File: config.mk
export PLATFORM = sky130hd
export DESIGN_NAME = dram_cycle_mon
export DESIGN_NICKNAME = d
export VERILOG_FILES = /design/src/rtl/dram_mon_pkg.sv /design/src/rtl/dram_mon_datapath.sv /design/src/rtl/dram_mon_ctrl.sv /design/src/rtl/dram_cycle_mon.sv
export SDC_FILE = /design/constraint.sdc
export NUM_CORES = 1
export LEC_CHECK = 0
export BUFFER_PORTS_ARGS = -buffer_cell sky130_fd_sc_hd__buf_2
export CORE_UTILIZATION = 58
export CTS_CLUSTER_SIZE = 16
export DETAILED_ROUTE_END_ITERATION = 6
export PLACE_DENSITY = 0.9
export SYNTH_ARGS = -nofsm -noshare
export SYNTH_HDL_FRONTEND = slang
export SYNTH_SLANG_ARGS = --single-unit
File: constraint.sdc
create_clock -name clk -period 1.7 [get_ports clk]
set_clock_uncertainty 0.05 [all_clocks]
set_input_delay 0.17 -clock clk [delete_from_list [all_inputs] [get_ports clk]]
set_output_delay 0.17 -clock clk [all_outputs]
set_load 0.02 [all_outputs]
File: src/rtl/dram_mon_pkg.sv
package dram_mon_pkg;

  typedef enum logic [2:0] {
    CY_SELF       = 3'd0,
    CY_READ       = 3'd1,
    CY_READ_OFF   = 3'd2,
    CY_EARLY_WR   = 3'd3,
    CY_DELAYED_WR = 3'd4,
    CY_RMW        = 3'd5,
    CY_RAS_ONLY   = 3'd6,
    CY_CBR        = 3'd7
  } cycle_e;

  localparam logic [1:0] ERR_STAGGER  = 2'd1;
  localparam logic [1:0] ERR_OE_WRITE = 2'd2;

  // Bus events seen by the control, derived from the synchronized pins.
  typedef struct packed {
    logic rasFall;
    logic rasRise;
    logic casAnyFall;
    logic casAny;
    logic weFall;
    logic weLow;
    logic oeLow;
    logic longRas;
  } bus_evt_t;

  // Strobes sent from the control to the datapath.
  typedef struct packed {
    logic   emit;
    logic   maskOn;
    logic   clrLanes;
    logic   trackLanes;
    logic   chkStagger;
    logic   flagOe;
    cycle_e code;
  } ctl_strobe_t;

endpackage

File: src/rtl/dram_mon_datapath.sv
module dram_mon_datapath
  import dram_mon_pkg::*;
#(
  parameter int SYNC_STAGES = 2,
  parameter int STAGGER_MAX = 2,
  parameter int SELF_MIN    = 1600
) (
  input  logic        clk,
  input  logic        rstN,
  input  logic [4:0]  pinsIn,     // {ras, ucas, lcas, we, oe}, active low
  input  ctl_strobe_t ctl,
  output bus_evt_t    evt,
  output logic        cycValid,
  output cycle_e      cycType,
  output logic [1:0]  laneMask,
  output logic        errValid,
  output logic [1:0]  errCode
);

  localparam int STG_W = $clog2(STAGGER_MAX + 2);
  localparam int RAS_W = $clog2(SELF_MIN + 1);
  localparam logic [STG_W-1:0] STG_SAT = STG_W'(STAGGER_MAX + 1);
  localparam logic [STG_W-1:0] STG_LIM = STG_W'(STAGGER_MAX);
  localparam logic [RAS_W-1:0] RAS_SAT = RAS_W'(SELF_MIN);

  logic [4:0] syncQ [SYNC_STAGES];

  // Synchronizer chain; reset to the inactive (high) level.
  for (genvar g = 0; g < SYNC_STAGES; g++) begin : g_sync
    if (g == 0) begin : g_first
      always_ff @(posedge clk) begin
        if (!rstN) syncQ[g] <= '1;
        else       syncQ[g] <= pinsIn;
      end
    end else begin : g_next
      always_ff @(posedge clk) begin
        if (!rstN) syncQ[g] <= '1;
        else       syncQ[g] <= syncQ[g-1];
      end
    end
  end

  logic sRas, sU, sL, sWe, sOe;
  logic pRas, pU, pL, pWe;
  assign {sRas, sU, sL, sWe, sOe} = syncQ[SYNC_STAGES-1];

  always_ff @(posedge clk) begin
    if (!rstN) {pRas, pU, pL, pWe} <= '1;
    else       {pRas, pU, pL, pWe} <= {sRas, sU, sL, sWe};
  end

  logic [1:0] lowNow, lowPrev;
  assign lowNow  = {~sU, ~sL};
  assign lowPrev = {~pU, ~pL};

  logic [RAS_W-1:0] rasCnt;
  logic [STG_W-1:0] stgCnt;
  logic [1:0]       lanes;

  always_comb begin
    evt.rasFall    = ~sRas & pRas;
    evt.rasRise    = sRas & ~pRas;
    evt.casAny     = |lowNow;
    evt.casAnyFall = (|lowNow) & ~(|lowPrev);
    evt.weFall     = ~sWe & pWe;
    evt.weLow      = ~sWe;
    evt.oeLow      = ~sOe;
    evt.longRas    = (rasCnt == RAS_SAT);
  end

  // Row-low length counter, saturating at SELF_MIN.
  always_ff @(posedge clk) begin
    if (!rstN || sRas)        rasCnt <= '0;
    else if (rasCnt != RAS_SAT) rasCnt <= rasCnt + 1'b1;
  end

  // Samples spent with exactly one column strobe low.
  always_ff @(posedge clk) begin
    if (!rstN || lowNow == 2'b00)            stgCnt <= '0;
    else if ((^lowNow) && stgCnt != STG_SAT) stgCnt <= stgCnt + 1'b1;
  end

  logic staggerHit;
  assign staggerHit = ctl.chkStagger && (&lowNow) && (^lowPrev) && (stgCnt > STG_LIM);

  always_ff @(posedge clk) begin
    if (!rstN || ctl.clrLanes) lanes <= 2'b00;
    else if (ctl.trackLanes)   lanes <= lanes | lowNow;
  end

  always_ff @(posedge clk) begin
    if (!rstN) begin
      cycValid <= 1'b0;
      cycType  <= CY_SELF;
      laneMask <= 2'b00;
      errValid <= 1'b0;
      errCode  <= 2'b00;
    end else begin
      cycValid <= ctl.emit;
      errValid <= staggerHit | ctl.flagOe;
      if (ctl.emit) begin
        cycType  <= ctl.code;
        laneMask <= ctl.maskOn ? (lanes | lowNow) : 2'b00;
      end
      if (staggerHit)      errCode <= ERR_STAGGER;
      else if (ctl.flagOe) errCode <= ERR_OE_WRITE;
    end
  end

  p_single_pulse_r1: assert property (@(posedge clk) disable iff (!rstN)
    cycValid |=> !cycValid);

  p_refresh_nomask_r2: assert property (@(posedge clk) disable iff (!rstN)
    (cycValid && (cycType == CY_RAS_ONLY || cycType == CY_CBR || cycType == CY_SELF))
      |-> laneMask == 2'b00);

  p_access_mask_r9: assert property (@(posedge clk) disable iff (!rstN)
    (cycValid && cycType inside {CY_READ, CY_READ_OFF, CY_EARLY_WR, CY_DELAYED_WR, CY_RMW})
      |-> laneMask != 2'b00);

  p_err_code_r10: assert property (@(posedge clk) disable iff (!rstN)
    errValid |-> (errCode == ERR_STAGGER || errCode == ERR_OE_WRITE));

endmodule

File: src/rtl/dram_mon_ctrl.sv
module dram_mon_ctrl
  import dram_mon_pkg::*;
(
  input  logic        clk,
  input  logic        rstN,
  input  bus_evt_t    evt,
  output ctl_strobe_t ctl
);

  typedef enum logic [1:0] {ST_IDLE, ST_ROW, ST_ACCESS, ST_CBR} state_e;

  state_e state;
  cycle_e typ;
  logic   oeSeen;
  logic   wrDecide;
  logic   active;

  assign active   = (state == ST_ROW) || (state == ST_ACCESS);
  assign wrDecide = (state == ST_ACCESS) && evt.casAny && evt.weFall &&
                    (typ == CY_READ || typ == CY_READ_OFF);

  always_comb begin
    ctl            = '0;
    ctl.emit       = evt.rasRise && (state != ST_IDLE);
    ctl.maskOn     = (state == ST_ACCESS);
    ctl.clrLanes   = (state == ST_IDLE) && evt.rasFall;
    ctl.trackLanes = active;
    ctl.chkStagger = active;
    ctl.flagOe     = wrDecide && evt.oeLow;
    case (state)
      ST_CBR:    ctl.code = evt.longRas ? CY_SELF : CY_CBR;
      ST_ACCESS: ctl.code = typ;
      default:   ctl.code = CY_RAS_ONLY;
    endcase
  end

  always_ff @(posedge clk) begin
    if (!rstN) begin
      state  <= ST_IDLE;
      typ    <= CY_READ_OFF;
      oeSeen <= 1'b0;
    end else begin
      case (state)
        ST_IDLE: if (evt.rasFall) state <= evt.casAny ? ST_CBR : ST_ROW;
        ST_ROW: begin
          if (evt.rasRise) state <= ST_IDLE;
          else if (evt.casAnyFall) begin
            state  <= ST_ACCESS;
            oeSeen <= evt.oeLow;
            if (evt.weLow)      typ <= CY_EARLY_WR;
            else if (evt.oeLow) typ <= CY_READ;
            else                typ <= CY_READ_OFF;
          end
        end
        ST_ACCESS: begin
          if (evt.rasRise) state <= ST_IDLE;
          else if (wrDecide) typ <= oeSeen ? CY_RMW : CY_DELAYED_WR;
          else if (evt.casAny && evt.oeLow) begin
            oeSeen <= 1'b1;
            if (typ == CY_READ_OFF) typ <= CY_READ;
          end
        end
        default: if (evt.rasRise) state <= ST_IDLE;
      endcase
    end
  end

  p_early_sticks_r6: assert property (@(posedge clk) disable iff (!rstN)
    (state == ST_ACCESS && typ == CY_EARLY_WR) |=> (typ == CY_EARLY_WR || state == ST_IDLE));

  p_rmw_needs_oe_r8: assert property (@(posedge clk) disable iff (!rstN)
    (state == ST_ACCESS && typ == CY_RMW) |-> oeSeen);

endmodule

File: src/rtl/dram_cycle_mon.sv
module dram_cycle_mon
  import dram_mon_pkg::*;
#(
  parameter int SYNC_STAGES = 2,
  parameter int STAGGER_MAX = 2,
  parameter int SELF_MIN    = 1600
) (
  input  logic       clk,
  input  logic       rstN,
  input  logic       rasN,
  input  logic       ucasN,
  input  logic       lcasN,
  input  logic       weN,
  input  logic       oeN,
  output logic       cycValid,
  output logic [2:0] cycType,
  output logic [1:0] laneMask,
  output logic       errValid,
  output logic [1:0] errCode
);

  bus_evt_t    evt;
  ctl_strobe_t ctl;
  cycle_e      typeOut;

  dram_mon_datapath #(
    .SYNC_STAGES(SYNC_STAGES),
    .STAGGER_MAX(STAGGER_MAX),
    .SELF_MIN   (SELF_MIN)
  ) u_dp (
    .clk     (clk),
    .rstN    (rstN),
    .pinsIn  ({rasN, ucasN, lcasN, weN, oeN}),
    .ctl     (ctl),
    .evt     (evt),
    .cycValid(cycValid),
    .cycType (typeOut),
    .laneMask(laneMask),
    .errValid(errValid),
    .errCode (errCode)
  );

  dram_mon_ctrl u_ctrl (
    .clk (clk),
    .rstN(rstN),
    .evt (evt),
    .ctl (ctl)
  );

  assign cycType = typeOut;

endmodule

==> impl_summary.md <==
Outcome
The run finished with clean final reports.

Timing
The smallest hold slack is 35.4 ps. The slew at the pin with the worst max-slew slack is 430 ps. The final number of setup-violating endpoints is 0.

The relative slew slack is 71.4%. The count of final max-slew check failures is 0. The highest achievable clock rate is 619 MHz. The post-route fraction of the period consumed by the critical path is between 90% and 100%. For the final routed database, the setup TNS stands at 0 ps.

The number of hold violations in the final report is 0. Subtracting the final worst setup slack from the clock period gives 1620 ps.

Min path
The worst hold-check path type is input pin to register. The launch point of the worst hold path is rstN.

Floorplan
Measured along the y axis, the die boundary spans approximately 59 um. In this run the standard cell core region covers slightly above 3000 sq um. The count of pins on the block boundary is 16. For this configuration, the core starts out at a cell density of 62.0%. The die covers 3530 sq um.

The total number of placement rows is 20. The width of the chip is 59.4 um.

Setup path
The launching point of the worst reg2reg path is u_ctrl.state[0]$_SDFFE_PN0P_. The maximum net fanout on the critical path is 8. The cell with the biggest individual delay on the critical path is dfxtp_1. Traced cell by cell, the critical path runs through inv_1 > ha_2 > nor4b_4 > nand3_2 > a21oi_2 > o221ai_1. STA puts the critical path data required time at around 1900 ps. The worst setup path is launched from a register. Across all register-to-register paths, the minimum setup slack is 80 ps. The class of the most critical setup path is register to register.

Grouping stages by cell kind, the critical path spends the most delay in simple AND/OR/NAND/NOR gates. Data on the critical path arrives at its endpoint at 1820 ps. The number of buffers and inverters on the critical path is 1. In this run the worst setup path begins at u_ctrl.state[0]$_SDFFE_PN0P_.

The largest stage delay on the critical path is ~340 ps. STA classifies the critical path endpoint as a register.

Global routing
The pin count of the biggest net entering global routing is 16. The first global-routing pass estimated 5.87 mm of wire. The global-route usage over all layers is 22.8%. The total overflow left after global routing is 0. The via count of the first global-routing pass was 1,383. The number of antenna violations at the first check in global routing is 0.

Synthesis
The post-synthesis net count is about 220. Summing the sequential cell areas from Yosys gives 46.1% of the chip area. The synthesized instance count is 197. The synthesized design contains 0 enable-type register cells.

The average cell area after synthesis is 9.69 sq um. Counting distinct cell types in the post-synthesis netlist gives 40. The share of flip-flops with an asynchronous set or reset is 0%. The post-synthesis register bit count is 44. Ranked by total cell area, the synthesized netlist is headed by dfxtp_1, ha_1, nand2b_1.

After synthesis, the largest area contributor takes up 46.1% of total cell area. dfxtp_1 takes more of the synthesized area than any other cell. The post-synth design cell area is 1910 sq um.

During synthesis, Yosys emitted a total of 0 warnings. The primary flip-flop cell chosen by synthesis mapping is dfxtp_1.

Pwr
In this run the power density over the cells is 865 nW/um^2. The internal power consumption is 1360 uW. The peak supply drop is around 0.76 mV. The power share of the combinational group is ~15%. The leakage power is 0.000881 uW. Of the total power, the share spent switching nets is 28.6%.

The net load switching power is 544 uW. The share of total power dissipated in sequential elements is 57.8%. The clock share of power is a little over a quarter.

CTS
The clock-pin slew of the registers on the worst-case setup and hold paths is 130 ps. CTS built an H-tree with a depth of 2. The number of buffers inserted during clock tree synthesis is 5.

The tree is rooted in a clkbuf_4. TritonCTS built the clock tree. The clock insertion delay at the later pin of the skew report is 370 ps. In this run the deepest clock path goes through 2 buffers. The clock sink count is 44.

Drt
In the routed layout, each cell is associated on average with a via count of roughly 5.4. The remaining number of nets flagged by the antenna check after routing is 0. In the final routed layout, each cell accounts on average for around 13 um. The number of vias after detailed routing is 1,466. The length of the first detailed-routing pass in iterations is 4. In the routed design, unresolved DRC markers number 0.

After the first detailed-routing iteration, the DRC count stood at 58. The detailed-route wire length is approximately 3.6 mm.

Run
The number of violations of the max-capacitance limit is 0.

Cells and area
The number of nets in the finished design is 245. The number of antenna diodes in the final layout is 0. Summing all non-filler instances in the final layout gives an area of 2200 sq um.

Of the cells placed in the final design, the portion with a size suffix greater than 1 is 18.9%. The post-synthesis to final-layout area growth is 15.2%. The utilization after layout is 71.5%.

Placed design
The final weighted congestion in routability-driven placement is slightly above 0.8. Detailed placement ended at an HPWL of 2.48 mm. The count of buffers added on input and output ports is 15. After detailed placement, the total cell area comes to just over 2000 sq um.
[layout make-up]
| type | count | area [sq um] |
|---|---|---|
| Sequential cell | 44 | 881 |
| Fill cell | 231 | 878 |
| Clock buffer | 5 | 37.5 |
| Clock inverter | 3 | 23.8 |
| Tap cell | 44 | 55.1 |
| Multi-Input combinational cell | 137 | 980 |
| Inverter | 12 | 45.0 |
| Timing Repair Buffer | 27 | 178 |
[final timing paths]
path                                       to  depth (start not counted)
setup / recovery   u_ctrl.typ[1]$_SDFFE_PN1P_                          6
hold / removal            u_dp.pWe$_SDFF_PN1_                          2
hold reg to reg   u_dp.syncQ[1][3]$_SDFF_PN1_                          1
setup reg to reg   u_ctrl.typ[1]$_SDFFE_PN1P_                          6
[placed cells by master (no fill, tap or decap), drive strengths merged, types with 3 or more instances in the layout]
cell and instances:
nor2b 3, xnor2 3, nor2 16, ha 11, clkbuf 5, nand3 5
mux2i 4, nor3b 3, dfxtp 44, xor2 8, a21oi 18, nand2b 18
o21ai 9, nand4 6, dlygate4sd3 5, nand2 10, and3 3, buf 22
inv 11
[through the flow]
stage / instances / total power, uW / setup WS (ps)
after global routing: 272 / 1990 / -42.0
final: 272 / 1900 / 83.7
after detailed placement: 259 / 1370 / 41.7
after floorplan: 197 / 1300 / 103
after CTS: 272 / 1900 / 26.4
after global placement: 259 / 1360 / 126
[cells in the mapped netlist, types with 3 or more instances]
cell	number
xnor2_1	3
o21ai_0	9
dfxtp_1	44
nor2b_1	3
xor2_1	8
ha_1	11
nand2_1	10
nand4_1	5
nand3_1	4
mux2i_1	4
nor2_1	16
a21oi_1	16
and3_1	3
nand2b_1	18
clkbuf_1	3
inv_1	11
[logic make-up after synthesis]
kind of cell | share of synthesized area, %
AO/OA/AOI/OAI | 11.8
buffers and inverters | 3.34
XOR/XNOR | 5.05
adder cells (fa/ha/maj) | 7.21
multiplexers | 2.10
AND/OR/NAND/NOR | 24.4
flip-flops | 46.1
[power groups by stage]
| stage | clock network [uW] | logic, uW | registers, uW |
|---|---|---|---|
| 6_report | 519 | 285 | 1100 |
| 5_1_grt | 575 | 311 | 1100 |
| 4_1_cts | 537 | 264 | 1100 |
| 3_5_place_dp | 0 | 253 | 1120 |
| 3_3_place_gp | 0 | 245 | 1120 |
| 2_1_floorplan | 0 | 178 | 1120 |
[layer usage]
metal | part of all wire, % | track usage [%] | up-vias
li1 | - | - | 738
met1 | 46 | 28.8 | 681
met2 | 47 | 35.3 | 42
met3 | 5.1 | 7.64 | 5
met4 | 1.8 | 9.86 | 0
met5 | 0 | 0 | -
[flip-flops by register name, summed over array words and instances (netlist names), 2 cells and up]
signal / flops
u_dp.rasCnt: 11
u_dp.syncQ: 10
u_ctrl.typ: 3
u_dp.cycType: 3
u_ctrl.state: 2
u_dp.errCode: 2
u_dp.laneMask: 2
u_dp.lanes: 2
u_dp.stgCnt: 2
[repair_timing]
action | CTS | global route
endpoints found under the hold margin | 5 | 0
buffers inserted | 0 | 0
hold buffers | 5 | 0
setup endpoints to repair | 0 | 4
resized for setup | 0 | 4
Power figures use the tool's default switching activity.
